===== config.mk =====
export PLATFORM = sky130hd
export DESIGN_NAME = dac_ser_writer
export DESIGN_NICKNAME = d
export VERILOG_FILES = /design/src/rtl/dac_wr_pkg.sv /design/src/rtl/dac_wr_timer.sv /design/src/rtl/dac_wr_shifter.sv /design/src/rtl/dac_ser_writer.sv
export SDC_FILE = /design/constraint.sdc
export NUM_CORES = 1
export LEC_CHECK = 0
export BUFFER_PORTS_ARGS = -buffer_cell sky130_fd_sc_hd__buf_2
export CAP_MARGIN = 25
export CELL_PAD_IN_SITES_DETAIL_PLACEMENT = 1
export CELL_PAD_IN_SITES_GLOBAL_PLACEMENT = 2
export CORE_MARGIN = 2
export CORE_UTILIZATION = 36
export CTS_CLUSTER_SIZE = 20
export DETAILED_ROUTE_END_ITERATION = 8
export HOLD_SLACK_MARGIN = 0.15
export PLACE_DENSITY = 0.82
export SYNTH_ARGS = -nofsm -noshare
export SYNTH_HDL_FRONTEND = slang
export SYNTH_SLANG_ARGS = --single-unit

===== constraint.sdc =====
create_clock -name clk -period 2.6 [get_ports clk]
set_input_delay 0.52 -clock clk [delete_from_list [all_inputs] [get_ports clk]]
set_output_delay 0.52 -clock clk [all_outputs]
set_load 0.01 [all_outputs]

===== src/rtl/dac_wr_pkg.sv =====
package dac_wr_pkg;

  typedef enum logic [3:0] {
    ST_PWRUP,
    ST_IDLE,
    ST_SETUP,
    ST_SCKH,
    ST_SCKL,
    ST_TAIL,
    ST_STBW,
    ST_STBP,
    ST_GAP
  } wr_state_t;

endpackage


===== src/rtl/dac_wr_timer.sv =====
module dac_wr_timer #(
  parameter int CNT_W   = 12,
  parameter int RST_VAL = 0
) (
  input  logic             clk,
  input  logic             rst_n,
  input  logic             load,
  input  logic [CNT_W-1:0] load_val,
  output logic             zero
);

  logic [CNT_W-1:0] cnt;

  always_ff @(posedge clk or negedge rst_n) begin
    if (!rst_n)
      cnt <= CNT_W'(RST_VAL);
    else if (load)
      cnt <= load_val;
    else if (cnt != '0)
      cnt <= cnt - 1'b1;
  end

  assign zero = (cnt == '0);

  // a running interval never skips a count
  AST_TMR_STEP: assert property (@(posedge clk) disable iff (!rst_n)
    (!load && cnt != '0) |=> (cnt == $past(cnt) - 1'b1));

endmodule


===== src/rtl/dac_wr_shifter.sv =====
module dac_wr_shifter #(
  parameter int DATA_W = 16
) (
  input  logic              clk,
  input  logic              rst_n,
  input  logic              load,
  input  logic [DATA_W-1:0] load_word,
  input  logic              shift,
  output logic              sdo,
  output logic              last
);

  localparam int CNT_W = (DATA_W > 1) ? $clog2(DATA_W) : 1;

  logic [DATA_W-1:0] sh;
  logic [CNT_W-1:0]  cnt;

  always_ff @(posedge clk or negedge rst_n) begin
    if (!rst_n) begin
      sh  <= '0;
      cnt <= '0;
    end else if (load) begin
      sh  <= load_word;
      cnt <= '0;
    end else if (shift) begin
      sh  <= {sh[DATA_W-2:0], 1'b0};
      cnt <= last ? '0 : cnt + 1'b1;
    end
  end

  assign sdo  = sh[DATA_W-1];
  assign last = (cnt == CNT_W'(DATA_W - 1));

  // after the final bit leaves, the line returns to zero
  AST_EMPTY_AFTER_LAST: assert property (@(posedge clk) disable iff (!rst_n)
    (shift && last && !load) |=> (sh == '0));

endmodule


===== src/rtl/dac_ser_writer.sv =====
module dac_ser_writer
  import dac_wr_pkg::*;
#(
  parameter int DATA_W        = 16,
  parameter int PWRUP_CYC     = 2500,
  parameter int CS_SETUP_CYC  = 6,
  parameter int SCK_HI_CYC    = 6,
  parameter int SCK_LO_CYC    = 7,
  parameter int CS_GAP_CYC    = 13,
  parameter int STB_DELAY_CYC = 7,
  parameter int STB_WIDTH_CYC = 7
) (
  input  logic              clk,
  input  logic              rst_n,
  input  logic              in_valid,
  output logic              in_ready,
  input  logic [DATA_W-1:0] in_data,
  input  logic              strobe_mode,
  output logic              dac_cs_n,
  output logic              dac_sck,
  output logic              dac_sdo,
  output logic              dac_ld_n,
  output logic              busy,
  output logic              done
);

  function automatic int max2(input int a, input int b);
    return (a > b) ? a : b;
  endfunction

  localparam int MAX_CYC = max2(max2(max2(PWRUP_CYC, CS_SETUP_CYC), max2(SCK_HI_CYC, SCK_LO_CYC)),
                                max2(CS_GAP_CYC, max2(STB_DELAY_CYC, STB_WIDTH_CYC)));
  localparam int TMR_W   = $clog2(MAX_CYC + 1);

  wr_state_t        state, state_nx;
  logic             tmr_load, tmr_zero;
  logic [TMR_W-1:0] tmr_val;
  logic             accept, shift, last_bit, mode_q;
  logic             sdo_int;

  assign busy     = (state != ST_IDLE);
  assign in_ready = !busy;
  assign accept   = in_valid && (state == ST_IDLE);
  assign shift    = (state == ST_SCKH) && tmr_zero;

  dac_wr_timer #(
    .CNT_W  (TMR_W),
    .RST_VAL(PWRUP_CYC - 1)
  ) u_timer (
    .clk     (clk),
    .rst_n   (rst_n),
    .load    (tmr_load),
    .load_val(tmr_val),
    .zero    (tmr_zero)
  );

  dac_wr_shifter #(
    .DATA_W(DATA_W)
  ) u_shift (
    .clk      (clk),
    .rst_n    (rst_n),
    .load     (accept),
    .load_word(in_data),
    .shift    (shift),
    .sdo      (sdo_int),
    .last     (last_bit)
  );

  assign dac_sdo = sdo_int;

  always_comb begin
    state_nx = state;
    unique case (state)
      ST_PWRUP: if (tmr_zero) state_nx = ST_IDLE;
      ST_IDLE:  if (in_valid) state_nx = ST_SETUP;
      ST_SETUP: if (tmr_zero) state_nx = ST_SCKH;
      ST_SCKH:  if (tmr_zero) state_nx = last_bit ? ST_TAIL : ST_SCKL;
      ST_SCKL:  if (tmr_zero) state_nx = ST_SCKH;
      ST_TAIL:  if (tmr_zero) state_nx = mode_q ? ST_STBW : ST_GAP;
      ST_STBW:  if (tmr_zero) state_nx = ST_STBP;
      ST_STBP:  if (tmr_zero) state_nx = ST_GAP;
      ST_GAP:   if (tmr_zero) state_nx = ST_IDLE;
      default:  state_nx = ST_IDLE;
    endcase
  end

  always_comb begin
    tmr_load = (state_nx != state);
    unique case (state_nx)
      ST_SETUP: tmr_val = TMR_W'(CS_SETUP_CYC - 1);
      ST_SCKH:  tmr_val = TMR_W'(SCK_HI_CYC - 1);
      ST_SCKL:  tmr_val = TMR_W'(SCK_LO_CYC - 1);
      ST_TAIL:  tmr_val = TMR_W'(SCK_LO_CYC - 1);
      ST_STBW:  tmr_val = TMR_W'(STB_DELAY_CYC - 1);
      ST_STBP:  tmr_val = TMR_W'(STB_WIDTH_CYC - 1);
      ST_GAP:   tmr_val = TMR_W'(CS_GAP_CYC - 1);
      default:  tmr_val = '0;
    endcase
  end

  // pin levels are registered decodes of the next state
  always_ff @(posedge clk or negedge rst_n) begin
    if (!rst_n) begin
      state    <= ST_PWRUP;
      mode_q   <= 1'b0;
      dac_cs_n <= 1'b1;
      dac_sck  <= 1'b0;
      dac_ld_n <= 1'b1;
      done     <= 1'b0;
    end else begin
      state    <= state_nx;
      if (accept) mode_q <= strobe_mode;
      dac_cs_n <= !(state_nx inside {ST_SETUP, ST_SCKH, ST_SCKL, ST_TAIL});
      dac_sck  <= (state_nx == ST_SCKH);
      dac_ld_n <= (state_nx != ST_STBP);
      done     <= (state_nx == ST_GAP) && (state != ST_GAP);
    end
  end

  AST_SCK_IN_FRAME: assert property (@(posedge clk) disable iff (!rst_n)
    dac_sck |-> !dac_cs_n);

  AST_ACCEPT_OPENS_FRAME: assert property (@(posedge clk) disable iff (!rst_n)
    (in_valid && in_ready) |=> (!dac_cs_n && busy));

  AST_SDO_HELD_HIGH: assert property (@(posedge clk) disable iff (!rst_n)
    (dac_sck && $past(dac_sck)) |-> $stable(dac_sdo));

  AST_QUIET_OUTSIDE: assert property (@(posedge clk) disable iff (!rst_n)
    dac_cs_n |-> (!dac_sdo && !dac_sck));

  AST_STROBE_OUTSIDE: assert property (@(posedge clk) disable iff (!rst_n)
    !dac_ld_n |-> dac_cs_n);

  AST_DONE_SINGLE: assert property (@(posedge clk) disable iff (!rst_n)
    done |=> !done);

  AST_DONE_THEN_WAIT: assert property (@(posedge clk) disable iff (!rst_n)
    done |-> busy);

endmodule


# Word-level counts from Yosys, hierarchy flattened
# Index checks and enable logic that the tools add are counted.
# totals
wordCells	64
out_inout_bits	7
input_bits	20
register_bits	41
# classes
add_sub_neg	2
reduce_logical	15
n_eq_ne	20
n_mux	18
# op_table
operator	n
$mux W4	11
$eq A4 B3 Y1 const B	8
$mux W16	2
$pmux W4 S7	1
$mux W12	2
$eq A4 B2 Y1 const B	4
$eq A4 B4 Y1 const B	3
$logic_not A12 Y1	1
$pmux W4 S3	1
$reduce_bool A12 Y1	1
$sub A12 B1 Y12 const B	1
$reduce_or A2 Y1	3
$add A4 B1 Y4 const B	1
$eq A4 B1 Y1 const B	1
$logic_not A4 Y1	1
$ne A4 B1 Y1 const B	1
$ne A4 B3 Y1 const B	1
$ne A4 B4 Y1	1
$ne A4 B4 Y1 const B	1
$reduce_bool A2 Y1	2
$reduce_bool A4 Y1	1
$reduce_or A4 Y1	1
$logic_and A1 B1 Y1	3
$logic_not A1 Y1	2
$mux W1	1

# Longest topological paths before layout
# Gate-level depths: netlist (run 1).
# logic_depth
depth_word	8
depth_mapped	8
depth_no_buf	7

# Modules after synthesis
# From an unflattened synthesis (run 1), not the netlist that was laid out.
# hier_totals
hier_cells	231
hier_area_um2	2293.4
# modules_own_cells
module	seq_area_each_um2	n_inst	area_each_um2	cells_each
dac_wr_shifter	500.5	1	947.2	90
dac_wr_timer	307.8	1	738.2	72
dac_ser_writer	227.7	1	608.1	69

# Least setup slack after synthesis (run 1)
# Ideal clock, no wire load.
# synth_timing
kind	register to register
start	register u_timer.cnt[0]
end	register dac_cs_n
slack_ns	0.706
required_time_ns	2.527
n_path_buf	1
path_stages_with_launch	8
synth_period_minus_slack_ns	1.894
arrival_time_ns	1.821
path_cell_list	dfstp_2 -> inv_1 -> ha_1 -> nand4_1 -> buf_2 -> nor2_1 -> or4_1 -> a21oi_1
# synth_between
elab_chain_cells	6
word_cells_on_any_way	14
cone_classes	eq/ne: 4; mux: 7; reduce/logical: 3
# synth_lines
item	line	source
start, declared	dac_wr_timer.sv:12	logic [CNT_W-1:0] cnt;
start signal, assigned	dac_wr_timer.sv:16	cnt <= CNT_W'(RST_VAL);
start signal, assigned	dac_wr_timer.sv:18	cnt <= load_val;
start signal, assigned	dac_wr_timer.sv:20	cnt <= cnt - 1'b1;
$logic_not A12 Y1 (*)	dac_wr_timer.sv:23	assign zero = (cnt == '0);
$mux W4, or another cell as far along	dac_ser_writer.sv:74, dac_ser_writer.sv:82	
$pmux W4 S7 (*)	dac_ser_writer.sv:73	unique case (state)
$eq A4 B2 Y1 / $eq A4 B3 Y1 (equally long branches)	dac_ser_writer.sv:113	dac_cs_n <= !(state_nx inside {ST_SETUP, ST_SCKH, ST_SCKL, ST_TAIL});
$reduce_bool A4 Y1 (*)	dac_ser_writer.sv:113	
$logic_not A1 Y1 (*)	dac_ser_writer.sv:113	
end signal, assigned	dac_ser_writer.sv:113	
end, declared	dac_ser_writer.sv:19	output logic dac_cs_n,
# Every way passes the cells marked *; elsewhere a longest branch is shown, timed or not.
# A chain may end at the register's enable or synchronous reset.

# Worst setup path after layout (run 1)
# layout_timing
start	register u_timer.cnt[2]
end	register u_shift.sh[2]
# layout_between
elab_chain_cells	3
# layout_lines
item	line	source
$logic_not A12 Y1	dac_wr_timer.sv:23	
$logic_and A1 B1 Y1	dac_ser_writer.sv:44	assign shift = (state == ST_SCKH) && tmr_zero;
$reduce_bool A2 Y1 (no source line)	n/a	
end signal, assigned	dac_wr_shifter.sv:23	sh <= load_word;
end signal, assigned	dac_wr_shifter.sv:26	sh <= {sh[DATA_W-2:0], 1'b0};
end, declared	dac_wr_shifter.sv:15	logic [DATA_W-1:0] sh;
# No other way between the ends.

==> flow_metrics.env, run 1 <==
export IMPL_status="finished clean"
export IMPL_hold_buffers=0
export IMPL_hold_violations=0
export IMPL_setup_ws_ns=0.308
export IMPL_synth_edf_count=0
export IMPL_postCtsSetupRepairBufs=0
export IMPL_wl_um=4740
export IMPL_diodes=0
export IMPL_h_tree_depth=2
export IMPL_design_core_area_um2=5610
export IMPL_powerDensity_nw_per_um2=1080
export IMPL_critPathKind="flip-flop to flip-flop"
export IMPL_preCtsSetupSlack_ns=0.316
export IMPL_yosysUniqueCellTypes=48
export IMPL_cpMaxStageDelayCell="and4_1"
export IMPL_power_leakage_nw=1.09
export IMPL_die_area_um2=6540
export IMPL_cp_arrival_ns=2.50
export IMPL_overflow=0
export IMPL_yosys_warnings=0
export IMPL_die_w_um=80.9
export IMPL_row_count=27
export IMPL_cap_violations=0
export IMPL_drt_vias_per_instance=5.27
export IMPL_max_stage_delay_ns=0.55
export IMPL_end_kind="flip-flop"
export IMPL_synthCells=226
export IMPL_syn_mean_instance_area_um2=9.41
export IMPL_drc=0
export IMPL_grt_pass1_wl_um=8550
export IMPL_finalCriticalPeriod_ns=2.29
export IMPL_crit_buf_inv=1
export IMPL_fmax_mhz=436
export IMPL_clockBufferDepth=2
export IMPL_power_w=0.00262
export IMPL_setup_viol=0
export IMPL_cts_root_buf="clkbuf_8"
export IMPL_maxSlewViolCount=0
export IMPL_ff2ff_setup_slack_ns=0.31
export IMPL_areaGrowthSynthToFinish_pct=14.4
export IMPL_die_y_um=80.9
export IMPL_cts_tree="done"
export IMPL_worstPathRequired_ns=2.81
export IMPL_crit_chain="nor4_1 > and4_1 > nand3_1 > buf_4 > mux2i_1 > o21ai_0"
export IMPL_wl_per_cell_um=14.7
export IMPL_yosys_register_bits=41
export IMPL_grt_max_degree=42
export IMPL_ys_dominant_reg_cell="dfrtp_1"
export IMPL_start_util_pct=37.9
export IMPL_io_buffers=26
export IMPL_vias=1702
export IMPL_clock_latency_ns=0.29
export IMPL_drive_above_1_share_pct=24.3
export IMPL_finalCritPeriodShare_pct=88.2
export IMPL_firstDrtPassIters=4
export IMPL_dp_hpwl_um=3370
export IMPL_ys_seq_area_share_pct=48.7
export IMPL_grt_antenna_before_repair=0
export IMPL_worst_pin_slew_ns=0.531
export IMPL_rsz0062_at_grt="false"
export IMPL_relSlewSlack_pct=64.6
export IMPL_gp_congestion=0.766
export IMPL_cp_top_family="simple AND/OR/NAND/NOR gates"
export IMPL_skew_ns=0.00598
export IMPL_cts_resized=0
export IMPL_clk_pin_slew_ns=0.08
export IMPL_synthArstFlopShare_pct=100
export IMPL_cts_sinks=41
export IMPL_cp_max_fo=19
export IMPL_hold_class="input pin to async pin"
export IMPL_final_antenna_net_count=0
export IMPL_n_fill_cell=679
export IMPL_synthesis_nets=249
export IMPL_ios=27
export IMPL_peakVddDrop_mv=0.388
export IMPL_syn_area_um2=2130
export IMPL_finalSetupTns_ns=0
export IMPL_grt_usage_pct=16.9
export IMPL_nets=273
export IMPL_cts_inserted_buffers=5
export IMPL_critPathLaunchType="flip-flop"
export IMPL_first_global_vias=1747
export IMPL_dr_first_iter_drc_count=109
==> Yosys cell counts (5+ instances only) <==
library cell | count | area share (%)
nor2_1 | 36 | 6.4
o22ai_1 | 11 | 3.2
nor3_1 | 6 | 1.4
mux2i_1 | 5 | 2.4
dfstp_2 | 8 | 9.9
nand2_1 | 20 | 3.5
inv_1 | 5 | 0.88
a21oi_1 | 9 | 2.1
xnor2_1 | 6 | 2.5
clkbuf_1 | 9 | 1.6
o21ai_0 | 9 | 2.1
dfrtp_1 | 33 | 39
==> state kept, by name, summed over array words and instances, names as in the netlist <==
name / flops
u_shift.sh: 16
u_timer.cnt: 12
u_shift.cnt: 4
dac_cs_n: 1
done: 1
mode_q: 1
state: 4
dac_sck: 1
dac_ld_n: 1
==> through the flow <==
stage	util, %	hold slack [ns]	cells	area, um2
final	43.4	0.281	323	2430
after floorplan	-	0.224	226	2130
after global routing	43.4	0.320	323	2430
after CTS	43.4	0.305	323	2430
after global placement	41.3	0.479	315	2320
after detailed placement	41.3	0.488	315	2320
==> routing by layer <==
layer	wire length, um	vias to the layer above	share of wire, %	global-route usage (%)
li1	-	840	-	-
met1	2360	830	50	23.9
met2	2170	24	46	25.9
met3	141	8	3.0	3.67
met4	63	0	1.3	5.25
met5	0	-	0	0
==> cell type report <==
class                      instances  area, um2  area share [%]
timing repair buffer              31        168            6.89
sequential                        41       1040            42.6
clock inverter                     1       30.0            1.23
tap                               72       90.1            3.70
clock buffer                       7       86.3            3.55
inverter                           6       22.5           0.925
multi-input combinational        165       1000            41.1
==> worst reg2reg max path, stage by stage, from the launching register on <==
cell,delay [ns]
dfrtp_1,0.43
nor4_1,0.42
and4_1,0.55
nand3_1,0.21
buf_4,0.26
mux2i_1,0.15
o21ai_0,0.19
==> worst paths after layout <==
check | start | cells after the start | endpoint
setup / recovery | u_timer.cnt[2]$_DFFE_PN0P_ | 6 | u_shift.sh[2]$_DFFE_PN0P_
hold / removal | rst_n | 2 | state[0]$_DFF_PN0_
setup reg to reg | u_timer.cnt[2]$_DFFE_PN0P_ | 6 | u_shift.sh[2]$_DFFE_PN0P_
hold reg to reg | u_shift.sh[6]$_DFFE_PN0P_ | 2 | u_shift.sh[6]$_DFFE_PN0P_
max in group asynchronous | rst_n | 2 | u_timer.cnt[11]$_DFFE_PN1P_
min in group clk | strobe_mode | 3 | mode_q$_DFFE_PN0P_
==> cell families (layout without fill, tap and decap cells) <==
logic type / count (synthesis) / in the layout / share of synthesized area [%]
xor+xnor: 9 / 9 / 3.71
buf+inv: 20 / 45 / 4.23
flops: 41 / 41 / 48.7
fa+ha+maj: 3 / 3 / 1.76
compound gates: 44 / 44 / 13.5
simple gates: 101 / 101 / 24.2
mux: 8 / 8 / 3.94
==> layout by cell type, fill, tap and decap left out, types with 2 or more instances in the layout <==
| master | instances |
|---|---|
| or3_1 | 4 |
| nor4_1 | 3 |
| o22ai_1 | 11 |
| clkbuf_8 | 6 |
| buf_4 | 5 |
| xor2_1 | 3 |
| nor2b_1 | 3 |
| nor3_1 | 6 |
| nor2_1 | 36 |
| nand2_1 | 20 |
| buf_2 | 26 |
| inv_1 | 5 |
| mux2_2 | 3 |
| dfrtp_1 | 33 |
| or4_1 | 4 |
| nor4_2 | 2 |
| dfstp_2 | 8 |
| and2_1 | 3 |
| a21oi_2 | 2 |
| nand4_1 | 3 |
| mux2i_1 | 5 |
| a21oi_1 | 9 |
| nand2b_1 | 2 |
| ha_1 | 3 |
| a211oi_1 | 3 |
| o21ai_0 | 9 |
| and3_1 | 3 |
| nand3_1 | 4 |
| xnor2_1 | 6 |
| a31o_2 | 2 |
==> power breakdown <==
group | total, W | internal, W | switching, W
sequential | 0.00121 | 0.000946 | 0.000265
clock | 0.000533 | 0.000313 | 0.000220
combinational | 0.000879 | 0.000409 | 0.000470
total | 0.00262 | 0.00167 | 0.000954
(Power assumes the default switching activity.)
==> inputs of run 2 (changes only) <==
--- a/config.mk
+++ b/config.mk
@@ -15,6 +15,7 @@
 export DETAILED_ROUTE_END_ITERATION = 8
 export HOLD_SLACK_MARGIN = 0.15
 export PLACE_DENSITY = 0.82
+export SETUP_SLACK_MARGIN = 0.02
 export SYNTH_ARGS = -nofsm -noshare
 export SYNTH_HDL_FRONTEND = slang
 export SYNTH_SLANG_ARGS = --single-unit
==> constraint.sdc (replaced) <==
create_clock -name clk -period 2.2 [get_ports clk]
set_input_delay 0.44 -clock clk [delete_from_list [all_inputs] [get_ports clk]]
set_output_delay 0.44 -clock clk [all_outputs]
set_load 0.01 [all_outputs]
==> run 2 against run 1 <==
Effect of this change:
- non-clock buffer count up 13
- clock-buffer cell count is 2 lower
- total power increased by 19%
- critical path depth is 1 higher
- register-to-register slack lost 0.17 ns
- clock power decreased by 8.8%
- wire length is 10% higher
- worst setup slack worse by 0.17 ns
- via count grew 2.3%
- cell count increased by 4.0%
- combinational power up 39%
- largest power group unchanged
- highest routed layer unchanged
==> flow_metrics.env, run 2 (synthesis gave the netlist of run 1 again) <==
export IMPL_status="finished clean"
export IMPL_regMostFlops="u_shift.sh"
export IMPL_busiest_layer="met2"
export IMPL_end_kind="flip-flop"
export IMPL_design_core_area_um2=5610
export IMPL_nets=286
export IMPL_cts_tree="done"
export IMPL_ff2ff_setup_slack_ns=0.14
export IMPL_drive_above_1_share_pct=29.5
export IMPL_h_tree_depth=2
export IMPL_cp_max_fo=5
export IMPL_row_count=27
export IMPL_wl_per_cell_um=15.6
export IMPL_finalCritPeriodShare_pct=93.5
export IMPL_clk_pin_slew_ns=0.08
export IMPL_hold_violations=0
export IMPL_layout_commonest_cell="nor2_1"
export IMPL_largestRegisters="u_shift.sh x16, u_timer.cnt x12"
export IMPL_critPathKind="flip-flop to flip-flop"
export IMPL_worst_pin_slew_ns=0.670
export IMPL_finalCriticalPeriod_ns=2.06
export IMPL_relSlewSlack_pct=54.9
export IMPL_fmax_mhz=486
export IMPL_met1_usage_pct=23.6
export IMPL_reg2reg_to="dac_cs_n$_DFF_PN1_"
export IMPL_drc=0
export IMPL_io_buffers=26
export IMPL_die_w_um=80.9
export IMPL_layout_common_cells="nor2_1, dfrtp_1, buf_2"
export IMPL_final_antenna_net_count=0
export IMPL_die_y_um=80.9
export IMPL_dp_cells=325
export IMPL_areaGrowthSynthToFinish_pct=18.5
export IMPL_dr_first_iter_drc_count=44
export IMPL_diodes=0
export IMPL_n_fill_cell=670
export IMPL_maxSlewViolCount=0
export IMPL_cts_inserted_buffers=5
export IMPL_cap_violations=0
export IMPL_cts_sinks=41
export IMPL_fin_area_um2=2520
export IMPL_grt_antenna_before_repair=0
export IMPL_dp_hpwl_um=3640
export IMPL_first_global_vias=1866
export IMPL_hold_ws_ns=0.202
export IMPL_drt_vias_per_instance=5.18
export IMPL_peakVddDrop_mv=0.412
export IMPL_power_w=0.00313
export IMPL_clockBufferDepth=2
export IMPL_gp_congestion=0.775
export IMPL_rsz0062_at_grt="true"
export IMPL_grt_pass1_wl_um=9040
export IMPL_firstDrtPassIters=4
export IMPL_worstPathRequired_ns=2.42
export IMPL_ios=27
export IMPL_regArea_um2=1040
export IMPL_clock_latency_ns=0.29
export IMPL_critPathLaunchType="flip-flop"
export IMPL_cts_root_buf="clkbuf_8"
export IMPL_use_met2_pct=29.3
export IMPL_hold_class="input pin to async pin"
export IMPL_use_met3_pct=3.33
export IMPL_multi_input_area_um2=1020
export IMPL_wl_um=5230
export IMPL_start_util_pct=37.9
export IMPL_grt_max_degree=42
export IMPL_cp_arrival_ns=2.28
export IMPL_worstRegToRegCells=7
export IMPL_vias=1741
export IMPL_final_cell_count_no_fill=336
export IMPL_powerDensity_nw_per_um2=1240
export IMPL_largest_reg_flops=16
export IMPL_postPlaceCellArea_um2=2390
export IMPL_power_leakage_nw=1.14
export IMPL_reg2reg_from="u_timer.cnt[1]$_DFFE_PN1P_"
export IMPL_grt_usage_pct=17.8
export IMPL_setup_viol=0
export IMPL_skew_ns=0.00616
export IMPL_die_area_um2=6540
export IMPL_overflow=0
## run 2: worst max path at each step
| stage | from | end | slack, ns |
|---|---|---|---|
| 2_1_floorplan | u_timer.cnt[0]$_DFFE_PN1P_ | dac_cs_n$_DFF_PN1_ | 0.31 |
| 3_3_place_gp | u_timer.cnt[2]$_DFFE_PN0P_ | u_timer.cnt[2]$_DFFE_PN0P_ | 0.12 |
| 3_5_place_dp | u_timer.cnt[2]$_DFFE_PN0P_ | u_timer.cnt[2]$_DFFE_PN0P_ | 0.01 |
| 4_1_cts | u_timer.cnt[2]$_DFFE_PN0P_ | u_shift.sh[2]$_DFFE_PN0P_ | 0.05 |
| 5_1_grt | u_timer.cnt[1]$_DFFE_PN1P_ | dac_cs_n$_DFF_PN1_ | -0.02 |
| 6_report | u_timer.cnt[1]$_DFFE_PN1P_ | dac_cs_n$_DFF_PN1_ | 0.14 |
## run 2: report_power, final
part / internal [W] / switching [W] / total [W] / leakage [nW]
clock network: 0.000219 / 0.000267 / 0.000486 / 0.0439
logic: 0.000591 / 0.000633 / 0.00122 / 0.612
registers: 0.00112 / 0.000293 / 0.00142 / 0.488
total: 0.00193 / 0.00119 / 0.00313 / 1.14
## run 2: layer usage
layer | vias up | routed length, um
li1 | 862 | -
met1 | 850 | 2520
met2 | 22 | 2510
met3 | 7 | 120
met4 | 0 | 76
met5 | - | 0
## run 2: final cells by class
cell class | count | share of cell area (%)
flip-flops and latches | 41 | 41.1
clock inverters | 3 | 0.695
clock buffers | 5 | 2.73
inverters | 6 | 0.893
well taps | 72 | 3.57
repair buffers | 44 | 10.5
multi-input cells | 165 | 40.5
## run 2: worst max-delay path, cell delays in order (launching register included)
cell and delay (ns):
dfstp_2 0.56, inv_1 0.06, ha_1 0.22, nand4_1 0.22, buf_4 0.18, nor2_1 0.05
or4_1 0.54, a21oi_1 0.15
## run 2: through the flow
stage	utilization, %	setup TNS [ns]	setup WS, ns
global placement	42.7	0	0.122
global route	45.0	-0.0154	-0.0154
detailed placement	42.7	0	0.0130
CTS	44.5	0	0.0506
finish	45.0	0	0.142
floorplan	-	0	0.306
## run 2: what timing repair did
item / 4_1_cts / 5_1_grt
pin swaps: 1 / 1
setup endpoints to repair: 3 / 23
gates resized for setup: 0 / 4
hold buffers: 0 / 0
buffers inserted: 2 / 1
==> inputs of run 3 (changes only) <==
--- a/config.mk
+++ b/config.mk
@@ -9,8 +9,10 @@
 export CAP_MARGIN = 25
 export CELL_PAD_IN_SITES_DETAIL_PLACEMENT = 1
 export CELL_PAD_IN_SITES_GLOBAL_PLACEMENT = 2
+export CORE_ASPECT_RATIO = 0.6
 export CORE_MARGIN = 2
 export CORE_UTILIZATION = 36
+export CTS_BUF_LIST = sky130_fd_sc_hd__clkbuf_4 sky130_fd_sc_hd__clkbuf_8 sky130_fd_sc_hd__clkbuf_16
 export CTS_CLUSTER_SIZE = 20
 export DETAILED_ROUTE_END_ITERATION = 8
 export HOLD_SLACK_MARGIN = 0.15
==> run 3 against run 2 <==
Effect of this change:
- utilization up 0.93 points
- clock-buffer cell count up 2
- first-iteration DRC count up 30%
- sequential cell count unchanged
- total power up 5.7%
- worst setup slack worse by 0.030 ns
- global-route usage up 0.71 points
- critical endpoint is now dac_ld_n$_DFF_PN1_
- largest power group unchanged
==> flow_metrics.env, run 3 (synthesis gave the netlist of run 1 again) <==
export IMPL_preCtsSetupSlack_ns=-0.0125
export IMPL_vias=1764
export IMPL_setup_ws_ns=0.113
export IMPL_finalCriticalPeriod_ns=2.09
export IMPL_maxSlewViolCount=0
export IMPL_cts_inserted_buffers=5
export IMPL_power_switching_w=0.00122
export IMPL_grt_usage_pct=18.5
export IMPL_hold_class="input pin to flip-flop"
export IMPL_dp_hpwl_um=3830
export IMPL_firstDrtPassIters=4
export IMPL_drt_vias_per_instance=5.13
export IMPL_relSlewSlack_pct=68.4
export IMPL_clk_pin_slew_ns=0.08
export IMPL_netSwitchingFraction_pct=36.8
export IMPL_final_antenna_net_count=0
export IMPL_start_util_pct=37.7
export IMPL_layout_common_cells="nor2_1, dfrtp_1, buf_2"
export IMPL_clock_latency_ns=0.30
export IMPL_setup_viol=0
export IMPL_critPathLaunchType="flip-flop"
export IMPL_overflow=0
export IMPL_critPathKind="flip-flop to flip-flop"
export IMPL_peakVddDrop_mv=0.410
export IMPL_fmax_mhz=479
export IMPL_worstPathRequired_ns=2.42
export IMPL_ios=27
export IMPL_cp_startpoint="u_timer.cnt[0]$_DFFE_PN1P_"
export IMPL_wl_um=5260
export IMPL_postPlaceCellArea_um2=2410
export IMPL_cp_max_fo=5
export IMPL_largest_reg_flops=16
export IMPL_grt_max_degree=42
export IMPL_h_tree_depth=2
export IMPL_design_core_area_um2=5650
export IMPL_cts_root_buf="clkbuf_8"
export IMPL_reg2reg_from="u_timer.cnt[0]$_DFFE_PN1P_"
export IMPL_row_count=21
export IMPL_gp_congestion=0.881
export IMPL_seqPwrFrac_pct=43.3
export IMPL_finalSetupTns_ns=0
export IMPL_powerDensity_nw_per_um2=1270
export IMPL_hold_violations=0
export IMPL_regMostFlops="u_shift.sh"
export IMPL_power_leakage_nw=1.17
export IMPL_status="finished clean"
export IMPL_rsz0062_at_grt="false"
export IMPL_cts_tree="done"
export IMPL_grt_antenna_before_repair=0
export IMPL_first_global_vias=1777
export IMPL_dr_first_iter_drc_count=57
export IMPL_areaGrowthSynthToFinish_pct=21.9
export IMPL_p_int_w=0.00209
export IMPL_dp_cells=333
export IMPL_finalCritPeriodShare_pct=94.9
export IMPL_clockBufferDepth=2
export IMPL_drive_above_1_share_pct=29.5
export IMPL_nets=286
export IMPL_die_w_um=103
export IMPL_grt_pass1_wl_um=9320
export IMPL_fin_area_um2=2590
export IMPL_wl_per_cell_um=15.3
export IMPL_diodes=0
export IMPL_final_cell_count_no_fill=344
export IMPL_p_clk_share_pct=19.5
export IMPL_hold_start="strobe_mode"
export IMPL_end_kind="flip-flop"
export IMPL_cap_violations=0
export IMPL_skew_ns=0.00555
export IMPL_cts_sinks=41
export IMPL_largestRegisters="u_shift.sh x16, u_timer.cnt x12"
export IMPL_worst_pin_slew_ns=0.473
export IMPL_io_buffers=26
export IMPL_layout_commonest_cell="nor2_1"
export IMPL_cp_arrival_ns=2.30
export IMPL_die_area_um2=6560
export IMPL_drc=0
export IMPL_die_y_um=63.5
export IMPL_power_frac_comb_pct=37.2
## run 3: cell count changes in the layout (fill, tap and decap cells not counted), sizes merged
cell,before,now
clkinvlp,1,0
dlygate4sd3,0,1
clkbuf,5,7
clkinv,2,0
bufinv,0,1
buf,44,43
## run 3: power by group through the flow
stage	Sequential (W)	Clock, W	Combinational (W)
after floorplan	0.00131	0	0.000841
after detailed placement	0.00142	0	0.00116
after CTS	0.00141	0.000671	0.00118
final	0.00143	0.000645	0.00123
after global routing	0.00148	0.000704	0.00142
after global placement	0.00142	0	0.00113
## run 3: worst max-delay path, stage by stage, from the launching register on
cell and delay, ns:
dfstp_2 0.56, inv_1 0.06, ha_1 0.23, nand4_1 0.10, buf_4 0.14, buf_4 0.12, nor2_1 0.04, or4_1 0.59
inv_2 0.09, nand3_1 0.07
## run 3: timing repair
item / CTS / global route
buffers inserted: 0 / 2
hold buffers: 1 / 0
setup endpoints to repair: 3 / 33
resized for setup: 1 / 6
gates cloned: 0 / 0
pin swaps: 0 / 2
hold endpoints to repair: 33 / 0
## run 3: per-stage QoR
step           util (%)  total power [W]  hold WS (ns)
6_report           45.9          0.00331         0.335
5_1_grt            45.9          0.00360         0.344
4_1_cts            45.1          0.00327         0.327
3_5_place_dp       42.7          0.00258         0.432
3_3_place_gp       42.7          0.00255         0.429
2_1_floorplan         -          0.00215         0.144
## run 3: layout make-up
| type | instances | area, um2 |
|---|---|---|
| clock buffers | 7 | 90.1 |
| multi-input cells | 165 | 1030 |
| clock inverters | 1 | 30.0 |
| well taps | 80 | 100 |
| fillers | 661 | 3060 |
| flip-flops and latches | 41 | 1040 |
| repair buffers | 44 | 280 |
| inverters | 6 | 22.5 |
## run 3: routing by layer
metal	global-route usage (%)	routed length, um	share of wire (%)
met1	31.1	3040	58
met2	23.2	1940	37
met3	4.33	263	5.0
met4	3.45	13	0.25
met5	0	0	0
## run 3: path summary, 6_finish.rpt
kind                                          endpoint  slack, ns  depth (start not counted)
setup / recovery                    dac_ld_n$_DFF_PN1_       0.11                          9
hold reg to reg              u_shift.sh[5]$_DFFE_PN0P_       0.51                          2
min in group asynchronous   u_shift.sh[15]$_DFFE_PN0P_       0.65                          3
hold / removal                      mode_q$_DFFE_PN0P_       0.33                          3
max in group asynchronous  u_timer.cnt[11]$_DFFE_PN1P_       1.28                          3
setup reg to reg                    dac_ld_n$_DFF_PN1_       0.11                          9
